<file path="config.mk">
export PLATFORM = sky130hd
export DESIGN_NAME = i2c_bus_guard
export DESIGN_NICKNAME = d
export VERILOG_FILES = /design/src/rtl/bg_pkg.sv /design/src/rtl/bg_sync.sv /design/src/rtl/bg_arb_check.sv /design/src/rtl/bg_berr_check.sv /design/src/rtl/bg_flag.sv /design/src/rtl/i2c_bus_guard.sv
export SDC_FILE = /design/constraint.sdc
export NUM_CORES = 1
export LEC_CHECK = 0
export CAP_MARGIN = 20
export CORE_AREA = 4 4 41 43
export DETAILED_ROUTE_END_ITERATION = 8
export DIE_AREA = 0 0 45 47
export DONT_BUFFER_PORTS = 1
export PLACE_DENSITY_LB_ADDON = 0.12
export SLEW_MARGIN = 20
export SYNTH_ARGS = -nofsm -noshare
export SYNTH_HDL_FRONTEND = slang
export SYNTH_SLANG_ARGS = --single-unit
</file>
<file path="constraint.sdc">
create_clock -name clk -period 3 [get_ports clk]
set_clock_uncertainty 0.15 [all_clocks]
set_input_delay 0 -clock clk [delete_from_list [all_inputs] [get_ports clk]]
set_output_delay 0 -clock clk [all_outputs]
set_load 0.05 [all_outputs]
</file>
<file path="src/rtl/bg_pkg.sv">
package bg_pkg;
   localparam logic [1:0] PH_IDLE = 2'd0;
   localparam logic [1:0] PH_ADDR = 2'd1;
   localparam logic [1:0] PH_DATA = 2'd2;
   localparam logic [1:0] PH_ACK  = 2'd3;
endpackage

</file>
<file path="src/rtl/bg_sync.sv">
module bg_sync #(
   parameter int   STAGES    = 2,
   parameter logic RESET_VAL = 1'b1
) (
   input  logic clk,
   input  logic rst_n,
   input  logic d,
   output logic q
);
   initial begin
      if (STAGES < 2) $error("bg_sync: STAGES must be at least 2");
   end

   logic [STAGES-1:0] chain;

   always_ff @(posedge clk or negedge rst_n) begin
      if (!rst_n) chain <= {STAGES{RESET_VAL}};
      else        chain <= {chain[STAGES-2:0], d};
   end

   assign q = chain[STAGES-1];
endmodule

</file>
<file path="src/rtl/bg_arb_check.sv">
module bg_arb_check
   import bg_pkg::*;
(
   input  logic       scl_rise,
   input  logic       sda_s,
   input  logic       drive_high,
   input  logic       role_master,
   input  logic       role_tx,
   input  logic [1:0] phase,
   output logic       lost
);
   logic gate;

   always_comb begin
      unique case ({role_master, role_tx})
         2'b11:   gate = (phase == PH_ADDR) || (phase == PH_DATA);
         2'b10:   gate = (phase == PH_ADDR) || (phase == PH_ACK);
         2'b01:   gate = (phase == PH_DATA);
         default: gate = (phase == PH_ACK);
      endcase
   end

   assign lost = scl_rise && gate && drive_high && !sda_s;
endmodule

</file>
<file path="src/rtl/bg_berr_check.sv">
module bg_berr_check
   import bg_pkg::*;
(
   input  logic       scl_s,
   input  logic       scl_q,
   input  logic       sda_s,
   input  logic       sda_q,
   input  logic [1:0] phase,
   output logic       misplaced
);
   logic scl_held_high;
   logic sda_moved;

   assign scl_held_high = scl_s && scl_q;
   assign sda_moved     = sda_s ^ sda_q;
   assign misplaced     = scl_held_high && sda_moved && (phase != PH_IDLE);
endmodule

</file>
<file path="src/rtl/bg_flag.sv">
module bg_flag #(
   parameter bit CLEAR_WINS = 1'b0
) (
   input  logic clk,
   input  logic rst_n,
   input  logic set,
   input  logic clr,
   output logic q
);
   generate
      if (CLEAR_WINS) begin : g_clr_first
         always_ff @(posedge clk or negedge rst_n) begin
            if (!rst_n)   q <= 1'b0;
            else if (clr) q <= 1'b0;
            else if (set) q <= 1'b1;
         end
      end else begin : g_set_first
         always_ff @(posedge clk or negedge rst_n) begin
            if (!rst_n)   q <= 1'b0;
            else if (set) q <= 1'b1;
            else if (clr) q <= 1'b0;
         end
      end
   endgenerate
endmodule

</file>
<file path="src/rtl/i2c_bus_guard.sv">
module i2c_bus_guard
   import bg_pkg::*;
#(
   parameter int SYNC_STAGES = 2,
   parameter bit CLEAR_WINS  = 1'b0
) (
   input  logic       clk,
   input  logic       rst_n,
   input  logic       scl_pin,
   input  logic       sda_pin,
   input  logic       drive_high,
   input  logic       role_master,
   input  logic       role_tx,
   input  logic [1:0] phase,
   input  logic       clr_arb,
   input  logic       clr_berr,
   input  logic       err_irq_en,
   output logic       arb_lost_flag,
   output logic       bus_err_flag,
   output logic       release_req,
   output logic       to_slave_pulse,
   output logic       irq
);
   localparam int NLINES = 2;

   initial begin
      if (SYNC_STAGES < 2) $error("i2c_bus_guard: SYNC_STAGES below 2");
   end

   logic [NLINES-1:0] pins_raw;
   logic [NLINES-1:0] pins_s;
   logic [NLINES-1:0] pins_q;
   logic scl_s, sda_s, scl_q, sda_q;
   logic scl_rise;
   logic arb_hit, berr_hit;

   assign pins_raw = {sda_pin, scl_pin};

   generate
      for (genvar i = 0; i < NLINES; i++) begin : g_sync
         bg_sync #(.STAGES(SYNC_STAGES), .RESET_VAL(1'b1)) u_sync (
            .clk  (clk),
            .rst_n(rst_n),
            .d    (pins_raw[i]),
            .q    (pins_s[i])
         );
      end
   endgenerate

   always_ff @(posedge clk or negedge rst_n) begin
      if (!rst_n) pins_q <= '1;
      else        pins_q <= pins_s;
   end

   assign scl_s    = pins_s[0];
   assign sda_s    = pins_s[1];
   assign scl_q    = pins_q[0];
   assign sda_q    = pins_q[1];
   assign scl_rise = scl_s && !scl_q;

   bg_arb_check u_arb (
      .scl_rise   (scl_rise),
      .sda_s      (sda_s),
      .drive_high (drive_high),
      .role_master(role_master),
      .role_tx    (role_tx),
      .phase      (phase),
      .lost       (arb_hit)
   );

   bg_berr_check u_berr (
      .scl_s    (scl_s),
      .scl_q    (scl_q),
      .sda_s    (sda_s),
      .sda_q    (sda_q),
      .phase    (phase),
      .misplaced(berr_hit)
   );

   bg_flag #(.CLEAR_WINS(CLEAR_WINS)) u_arb_flag (
      .clk(clk), .rst_n(rst_n), .set(arb_hit), .clr(clr_arb), .q(arb_lost_flag)
   );

   bg_flag #(.CLEAR_WINS(CLEAR_WINS)) u_berr_flag (
      .clk(clk), .rst_n(rst_n), .set(berr_hit), .clr(clr_berr), .q(bus_err_flag)
   );

   always_ff @(posedge clk or negedge rst_n) begin
      if (!rst_n) begin
         to_slave_pulse <= 1'b0;
         release_req    <= 1'b0;
      end else begin
         to_slave_pulse <= arb_hit && !arb_lost_flag;
         if (arb_hit)                release_req <= 1'b1;
         else if (phase == PH_IDLE)  release_req <= 1'b0;
      end
   end

   assign irq = err_irq_en && (arb_lost_flag || bus_err_flag);
endmodule

</file>
==> results by group, run 1 <==
Clock tree
  – Clock Path Buffers: 2
  – Clk Latency, worst-skew pair: 260 ps
  – Num CTS Buffers: 3
  – Clock slew at reported path FFs: 60 ps
  – CTS sink count: 10
  – Root Driver: clkbuf_4
  – Htree depth: 1
  – CTS tree: yes
  – # resized after CTS: 0
  – Postcts setup bufs: 0

Detailed routing
  – Wire length on met1: 289 um
  – DR top layer: met4
  – Vias per cell: 4.75
  – Pre-Repair DR Iteration Count: 2
  – DRC: 0
  – Vias after detailed routing: 280
  – WL/cell: 12.2 um
  – DRT iter0 DRCs: 2
  – ANT nets after route: 0
  – Drt total wl: 722 um
  – DR WL met2: 326 um
  – Metal3 WL: 94 um

STA
  – Fmax: 415 MHz
  – Final Max Slew Viols: 0
  – Fin. Hold Viols: 0
  – Final min period: 2410 ps
  – Setup TNS: 0 ps
  – Fin crit share: 80.3%
  – Final Setup Violations: 0
  – Slew @ Worst Pin: 541 ps
  – Slew HR: 63.9%
  – Unrepaired setup endpoints after global routing: no

Placement
  – IO Port Bufs: 0
  – HPWL after DPL: 496 um
  – Gp weighted congestion: 0.637
  – Post-placement cell count: 42

Critical path
  – Crit path required time: 2990 ps
  – Reg2Reg Setup Slack: 590 ps
  – Critical path launch point: release_req$_DFFE_PN0P_
  – Worst reg2reg path depth: 5
  – Worst setup SP type: flip-flop
  – Worst path arrival time: 2400 ps
  – Critical path class: reg -> reg
  – Crit. End Element: flip-flop
  – CP max FO: 4
  – Worst r2r src: release_req$_DFFE_PN0P_
  – Reg2reg end: release_req$_DFFE_PN0P_
  – Setup crit end: release_req$_DFFE_PN0P_

Power and ir drop
  – Psw: 69.4 uW
  – Combinational power share: 10.5%
  – Power density over the cells: 521 nW/um^2
  – Overall Power: 282 uW
  – Peak supply drop: 0.323 mV
  – Clock Power Share: 33.3%
  – Leak pwr: 0.000229 uW
  – P_int: 212 uW
  – Sequential power share: 56.2%
  – Sw Ratio: 24.6%

Synth
  – Yosys top cell area share: 43.2%
  – Main combinational cell family by area after synthesis: compound AO/OA/AOI/OAI gates
  – Synth Net Count: 39
  – Seq cells post-synth: 10
  – Post-synth top area cell: dfstp_2
  – Cells after Synth: 27
  – Synth area leaders: dfstp_2 43%, dfrtp_1 27%, o2111ai_1 4.8%
  – Synth Cell Area: 365 um^2
  – YS warnings: 0
  – Avg Cell Area, Syn: 13.5 um^2
  – Adder-Cell Fraction of Synth Area: 0%
  – Compound-cell area share of the yosys netlist: 15.1%
  – Synth top cells by count: 6 x dfstp_2, 4 x dfrtp_1, 3 x inv_1
  – Top-count cell post-synth: dfstp_2
  – Unique cell type count in the Yosys netlist: 13
  – Number of enable flip-flop cells after synthesis: 0
  – Register area share after synthesis: 70.5%
  – Simple-gate share of the synthesized area: 6.51%
  – Asr flop ratio synth: 100%
  – Synth Area in XOR/XNOR: 4.79%
  – Proportion of synthesized area in mux cells: 0%
  – Ys flop type: dfstp_2

Die
  – I/O pin total: 17
  – Die area: 2120 um^2
  – FP Rows: 13
  – Die Wd: 45 um
  – Starting Density: 28.1%
  – Die Y: 47 um
  – Core area: 1300 um^2

Cells and area
  – Post-Layout Cell Count: 59
  – Nets: 57
  – Layout cell share with drive strength beyond 1: 22.7%
  – Fillers: 125
  – Inserted Diodes: 0
  – Finished Core Util: 41.5%
  – Area delta synth->final: 47.9%

Global routing
  – Initial antenna violation count: 0
  – Total track usage: 8.73%
  – Largest net degree at the start of global routing: 11
  – Grt total ovfl: 0
  – Vias in the first global route: 284
  – First-pass GRT wire length: 1.19 mm

Job
  – Max_cap viols: 0

Outcome
  – Status: complete, no violations

Min path
  – Hold Path Class: in -> out
## power by group through the flow
stage	clock network [uW]	registers [uW]	logic, uW
after floorplan	0	159	11.9
after global routing	105	159	32.8
final	93.8	158	29.6
after global placement	0	160	13.2
after detailed placement	0	161	13.5
after CTS	96.5	158	29.8
## critical path: stages, from the launching register on
cell	delay, ps
dfrtp_1	570
o21a_1	260
o22ai_1	140
dlygate4sd3_1	570
a21oi_1	40
dlygate4sd3_1	560
## stage by stage
stage,setup WS (ps),instance area (um^2),hold slack [ps]
global placement,1670,384,-445
global route,511,541,111
CTS,592,541,108
detailed placement,1670,384,-445
finish,592,541,107
floorplan,1700,365,-446
## how the worst min path moves through the flow
stage	start	to	slack [ps]	depth (start not counted)
6_report	err_irq_en	irq	110	1
5_1_grt	err_irq_en	irq	110	1
4_1_cts	err_irq_en	irq	110	1
3_5_place_dp	rst_n	u_berr_flag.q$_DFFE_PN0P_	-450	0
3_3_place_gp	rst_n	u_berr_flag.q$_DFFE_PN0P_	-450	0
2_1_floorplan	rst_n	release_req$_DFFE_PN0P_	-450	0
## area by class of cell
class	count	area, um^2	area share [%]
Sequential cell	10	258	47.7
Multi-Input combinational cell	14	96.3	17.8
Tap cell	15	18.8	3.47
Inverter	3	11.3	2.08
Clock buffer	4	26.3	4.86
Timing Repair Buffer	13	130	24.1
## sequential cells by signal (all words and copies together), names as in the netlist
name	count
u_berr_flag.q	1
to_slave_pulse	1
release_req	1
u_arb_flag.q	1
g_sync.u_sync.chain	4
pins_q	2
## cells by family (layout without fill, tap and decap cells)
family,after synthesis,in the layout
flops,10,10
compound gates,8,8
simple gates,4,4
buf+inv,3,20
xor+xnor,2,2
## per-layer routing
metal,GRT usage [%],up-vias
li1,-,128
met1,10.2,133
met2,11.6,17
met3,6.13,2
met4,5.26,0
met5,0,-
## timing repair
item	in CTS	in global routing
hold buffers	13	0
endpoints found under the setup margin	0	0
hold endpoints to repair	16	0
## cells in the final DEF (no fill, tap or decap)
cell type,n
dfstp_2,6
inv_1,3
nor2_1,1
a21oi_1,1
nand2b_1,1
o21ai_0,1
o21a_1,2
nor3_2,1
o2111ai_1,2
clkbuf_1,1
dlygate4sd3_1,13
dfrtp_1,4
o22ai_1,2
nand2_1,1
clkbuf_4,3
xor2_1,2
No activity file was read; power rests on OpenSTA's default activity.
==> run 2, diff against run 1 <==
Settings changed: ABC_AREA set to 1.
Clock period 3 ns to 2.1 ns, I/O delays scaled along.
==> run 2 against run 1 <==
Register-to-register slack got worse by 220 ps. Critical path depth unchanged. Worst setup slack got worse by 220 ps. Largest cell class unchanged. Core utilization increased by 3.2 points. Highest routed layer unchanged. Final area increased by 7.6%. Synthesized cell count increased by 37%. Global-route usage decreased by 0.25 points. Fmax increased by 40%. First-iteration DRC count increased by 100%. Clock power increased by 82%.
==> results by group, run 2 <==
Outcome
  – Status: complete, no violations

Global routing
  – Vias in the first global route: 327
  – First-pass GRT wire length: 1.24 mm
  – Largest net degree at the start of global routing: 11
  – Grt total ovfl: 0
  – Total track usage: 8.48%
  – Initial antenna violation count: 0

Detailed routing
  – Vias after detailed routing: 291
  – ANT nets after route: 0
  – Vias per cell: 4.16
  – Drt total wl: 766 um
  – DR WL met2: 328 um
  – Pre-Repair DR Iteration Count: 4
  – Wire length on met1: 320 um
  – WL/cell: 10.9 um
  – Metal3 WL: 99 um
  – DRC: 0
  – DR top layer: met4
  – DRT iter0 DRCs: 4

Die
  – Die area: 2120 um^2
  – Die Y: 47 um
  – Core area: 1300 um^2
  – Die Wd: 45 um
  – FP Rows: 13
  – Starting Density: 30.1%
  – I/O pin total: 17

STA
  – Final Setup Violations: 0
  – Unrepaired setup endpoints after global routing: no
  – Slew HR: 68.1%
  – Final min period: 1720 ps
  – Fmax: 580 MHz
  – Final Max Slew Viols: 0
  – Slew @ Worst Pin: 479 ps
  – Fin. Hold Viols: 0
  – Setup TNS: 0 ps
  – Fin crit share: 82.1%

Cells and area
  – Layout cell share with drive strength beyond 1: 30.9%
  – Inserted Diodes: 0
  – Fillers: 134
  – Area delta synth->final: 48.6%
  – Largest register FFs: 4
  – Nets: 68
  – Top reg by flops: g_sync.u_sync.chain
  – Finished Core Util: 44.7%
  – Top flop regs: g_sync.u_sync.chain: 4 flops, pins_q: 2 flops
  – Most frequent cells in the layout: 12 x dlygate4sd3_1, 11 x nand2_1, 6 x dfstp_2, 5 x inv_1, 4 x dfrtp_1
  – Commonest non-fill, non-tap cell in the layout: dlygate4sd3_1

Job
  – Max_cap viols: 0

Synth
  – Ys flop type: dfstp_2
  – Post-synth top area cell: dfstp_2
  – Cells after Synth: 37
  – Yosys top cell area share: 40.3%
  – Seq cells post-synth: 10
  – Synth top cells by count: 11 x nand2_1, 6 x dfstp_2, 5 x inv_1
  – Synth Net Count: 49
  – Unique cell type count in the Yosys netlist: 12
  – Avg Cell Area, Syn: 10.6 um^2
  – Number of enable flip-flop cells after synthesis: 0
  – Asr flop ratio synth: 100%
  – Top-count cell post-synth: nand2_1
  – Synth Cell Area: 392 um^2
  – Register area share after synthesis: 65.8%
  – YS warnings: 0
  – Synth area leaders: dfstp_2 40%, dfrtp_1 26%, nand2_1 11%

Clock tree
  – Clock Path Buffers: 2
  – CTS tree: yes
  – CTS sink count: 10
  – Root Driver: clkbuf_4
  – Clock slew at reported path FFs: 70 ps
  – Htree depth: 1
  – Num CTS Buffers: 3
  – Clk Latency, worst-skew pair: 260 ps
  – # resized after CTS: 0

Critical path
  – Critical path, cell by cell: nand2_1, nor2_2, nand3_2, dlygate4sd3_1, nor2_2
  – Crit. End Element: flip-flop
  – Top delay family on crit path: buffers and inverters
  – Crit path required time: 2150 ps
  – Worst path arrival time: 1770 ps
  – Critical path class: reg -> reg
  – Worst Path Buf+Inv: 1
  – Max incr delay on CP: 600 ps
  – CP max FO: 3
  – Slowest cell on crit path: dlygate4sd3_1
  – Most used cell, CP: nor2_2
  – Worst setup SP type: flip-flop

Power and ir drop
  – Leak pwr: 0.000278 uW
  – Power density over the cells: 760 nW/um^2
  – Sw Ratio: 23.9%
  – Sequential power share: 49.1%
  – Peak supply drop: 0.317 mV
  – Psw: 106 uW
  – Clock Power Share: 38.7%
  – Combinational power share: 12.2%
  – P_int: 336 uW

Placement
  – IO Port Bufs: 0
  – Gp weighted congestion: 0.616

Min path
  – Hold Path Class: in -> out
run 2: cell types whose count changed after synthesis, sizes merged, moves of 2 or more:
cell	change
nor2	+3
inv	+2
o2111ai	-2
o22ai	-2
nand3	+3
xor2	-2
or2	+2
nand2	+10
run 2: kinds of logic after synthesis:
kind of cell / synth area share (%)
flops: 65.8
compound gates: 4.15
buf+inv: 4.79
simple gates: 25.2
run 2: per-layer routing:
metal	vias to the layer above	global-route usage, %
met4	0	5.26
met2	19	13.8
met5	-	0
met3	2	3.45
met1	123	9.20
li1	147	-
run 2: final timing paths:
check                                                    start                                  end  slack (ps)  depth (start not counted)
setup / recovery           g_sync[0].u_sync.chain[1]$_DFF_PN1_             to_slave_pulse$_DFF_PN0_         380                          5
hold / removal                                      err_irq_en                                  irq         110                          1
setup reg to reg           g_sync[0].u_sync.chain[1]$_DFF_PN1_             to_slave_pulse$_DFF_PN0_         380                          5
hold reg to reg            g_sync[0].u_sync.chain[0]$_DFF_PN1_  g_sync[0].u_sync.chain[1]$_DFF_PN1_         210                          0
max in group asynchronous                                rst_n                  pins_q[1]$_DFF_PN1_         980                          2
min in group asynchronous                                rst_n            u_berr_flag.q$_DFFE_PN0P_         490                          2
run 2: what timing repair did:
action                                  CTS  global route
endpoints found under the setup margin    0             0
hold buffers                             12             0
endpoints found under the hold margin    16             0
setup buffers                             0             0
run 2: final cells by class:
type	count	area, um^2	share of cell area (%)
repair buffers	14	135	23.2
well taps	15	18.8	3.23
multi-input cells	22	115	19.8
flip-flops and latches	10	258	44.3
inverters	5	18.8	3.23
clock buffers	4	36.3	6.24
run 2: power groups by stage:
stage | combinational (uW) | sequential [uW] | clock, uW
floorplan | 18.9 | 228 | 0
global placement | 33.5 | 220 | 0
detailed placement | 33.9 | 220 | 0
CTS | 54.3 | 217 | 176
global route | 58.8 | 219 | 184
finish | 53.8 | 217 | 171
run 2: through the flow:
stage / hold WS, ps / power [uW] / instance area, um^2 / worst slack [ps] / instances
CTS: 109 / 448 / 582 / 368 / 70
floorplan: -446 / 247 / 392 / 799 / 37
finish: 109 / 442 / 582 / 376 / 70
global placement: -445 / 253 / 425 / 976 / 54
global route: 112 / 461 / 582 / 280 / 70
detailed placement: -445 / 254 / 425 / 955 / 54
==> run 3, diff against run 2 <==
Clock period 2.1 ns to 1.7 ns, I/O delays scaled along.
==> run 3 against run 2 <==
The run now ends with negative hold slack left. Fmax grew 5.1%. Worst hold slack got worse by 150 ps. Sequential cell count is the same. Global-route usage decreased by 0.093 points. Power is 23% higher. Combinational power rose by 32%. Clock power increased by 19%. Worst setup slack worse by 320 ps. Core utilization increased by 1.5 points. Critical endpoint is now release_req$_DFFE_PN0P_. Highest routed layer is now met3.
==> results by group, run 3 (synthesis results as in run 2) <==
Outcome
  – Status: finished, violations left
  – Failing checks: negative hold slack

Global routing
  – Largest net degree at the start of global routing: 11
  – Met3 track demand over resource: 4.21%
  – First-pass GRT wire length: 1.21 mm
  – Total track usage: 8.39%
  – Met1 usage: 9.39%
  – Initial antenna violation count: 0
  – Met2 Resource Use GR: 11.9%
  – GR peak layer: met2
  – Grt total ovfl: 0
  – Vias in the first global route: 324

Power and ir drop
  – Power density over the cells: 904 nW/um^2
  – Leak pwr: 0.000287 uW
  – P_int: 418 uW
  – Combinational power share: 13.1%
  – Peak supply drop: 0.473 mV
  – Sw Ratio: 23.1%
  – Clock Power Share: 37.5%
  – Sequential power share: 49.5%
  – Psw: 126 uW

Critical path
  – Worst path arrival time: 1690 ps
  – Crit path required time: 1750 ps
  – Critical path, cell by cell: nand2_1, nor2_2, nand3_2, dlygate4sd3_1, nand2_1
  – Crit. End Element: flip-flop
  – Max incr delay on CP: 570 ps
  – Slowest cell on crit path: dlygate4sd3_1
  – Worst setup SP type: flip-flop
  – Critical path class: reg -> reg
  – Worst r2r src: g_sync[0].u_sync.chain[1]$_DFF_PN1_
  – Reg2Reg Setup Slack: 60 ps
  – Worst Path Buf+Inv: 1
  – Worst reg2reg path depth: 5
  – Reg2reg end: release_req$_DFFE_PN0P_
  – Top delay family on crit path: buffers and inverters
  – Most used cell, CP: nand2_1
  – CP max FO: 3

Min path
  – Worst Hold Depth: 3
  – Hold EP: to_slave_pulse$_DFF_PN0_
  – Hold Path Origin: role_master
  – Hold Path Class: in -> reg

Die
  – Die Y: 47 um
  – Die area: 2120 um^2
  – FP Rows: 13
  – Die Wd: 45 um
  – Starting Density: 30.1%
  – Core area: 1300 um^2
  – I/O pin total: 17

Cells and area
  – Most frequent cells in the layout: 14 x dlygate4sd3_1, 11 x nand2_1, 6 x dfstp_2, 5 x inv_1, 4 x dfrtp_1
  – Nets: 70
  – Inserted Diodes: 0
  – Commonest non-fill, non-tap cell in the layout: dlygate4sd3_1
  – Post-Layout Cell Count: 72
  – Layout cell share with drive strength beyond 1: 29.8%
  – Area delta synth->final: 53.7%
  – Top reg by flops: g_sync.u_sync.chain
  – Fillers: 135
  – Top flop regs: g_sync.u_sync.chain: 4 flops, pins_q: 2 flops
  – Largest register FFs: 4

STA
  – Fin crit share: 96.5%
  – Fmax: 609 MHz
  – Final Max Slew Viols: 0
  – Slew @ Worst Pin: 480 ps
  – Hold Slack: -43.6 ps
  – Setup TNS: 0 ps
  – Final setup margin: 59.3 ps
  – Slew HR: 68.0%
  – Unrepaired setup endpoints after global routing: no
  – Final min period: 1640 ps
  – Final Setup Violations: 0
  – Fin. Hold Viols: 1

Detailed routing
  – Drt total wl: 746 um
  – Pre-Repair DR Iteration Count: 2
  – ANT nets after route: 0
  – DRC: 0
  – Vias after detailed routing: 305
  – Vias per cell: 4.24
  – WL/cell: 10.4 um
  – DRT iter0 DRCs: 1

Placement
  – IO Port Bufs: 0
  – HPWL after DPL: 555 um
  – Gp weighted congestion: 0.642
  – Setup WS pre-CTS: 582 ps
  – Post-placement cell count: 54

Clock tree
  – Clock slew at reported path FFs: 60 ps
  – Clock Path Buffers: 2
  – CTS sink count: 10
  – # resized after CTS: 0
  – Postcts setup bufs: 0
  – Clk Latency, worst-skew pair: 250 ps
  – CTS tree: yes
  – Root Driver: clkbuf_4
  – Htree depth: 1
  – Num CTS Buffers: 3

Job
  – Max_cap viols: 0
[run 3: worst max path at each step]
stage	startpoint	end	slack, ps	cells after the start
after floorplan	u_arb_flag.q$_DFFE_PN0P_	irq	400	1
after global placement	g_sync[0].u_sync.chain[1]$_DFF_PN1_	to_slave_pulse$_DFF_PN0_	600	4
after detailed placement	g_sync[0].u_sync.chain[1]$_DFF_PN1_	to_slave_pulse$_DFF_PN0_	580	4
after CTS	g_sync[0].u_sync.chain[1]$_DFF_PN1_	release_req$_DFFE_PN0P_	40	5
after global routing	g_sync[0].u_sync.chain[1]$_DFF_PN1_	release_req$_DFFE_PN0P_	4	5
final	g_sync[0].u_sync.chain[1]$_DFF_PN1_	release_req$_DFFE_PN0P_	60	5
[run 3: worst reg2reg max path, cell delays in order (launching register included)]
cell and delay, ps:
dfstp_2 540, nand2_1 70, nor2_2 120, nand3_2 90, dlygate4sd3_1 570, nand2_1 60
[run 3: stage by stage]
stage	utilization [%]	power, uW	hold WS, ps	cell area, um^2
2_1_floorplan	-	305	-446	392
3_3_place_gp	32.7	313	-445	425
3_5_place_dp	32.7	315	-445	425
4_1_cts	46.3	555	112	602
5_1_grt	46.3	580	0.599	602
6_report	46.3	544	-43.6	602
[run 3: layout make-up]
| class | count | area (um^2) | share of cell area (%) |
|---|---|---|---|
| Sequential cell | 10 | 258 | 42.8 |
| Timing Repair Buffer | 16 | 155 | 25.8 |
| Multi-Input combinational cell | 22 | 115 | 19.1 |
| Clock buffer | 4 | 36.3 | 6.03 |
| Tap cell | 15 | 18.8 | 3.12 |
| Inverter | 5 | 18.8 | 3.12 |
[run 3: repair_timing]
item                                    4_1_cts  5_1_grt
hold endpoints to repair                     16        1
endpoints found under the setup margin        0        3
hold buffers                                 14        1
[run 3: per-layer routing]
metal	vias to the layer above	routed length, um
met5	-	0
met2	16	361
met1	137	294
li1	152	-
met3	0	90
met4	0	0
[run 3: power groups by stage]
stage	Clock [uW]	Combinational, uW	Sequential (uW)
finish	204	71.0	269
global route	232	77.8	271
CTS	215	70.0	270
detailed placement	0	41.5	273
global placement	0	40.9	273
floorplan	0	23.3	282
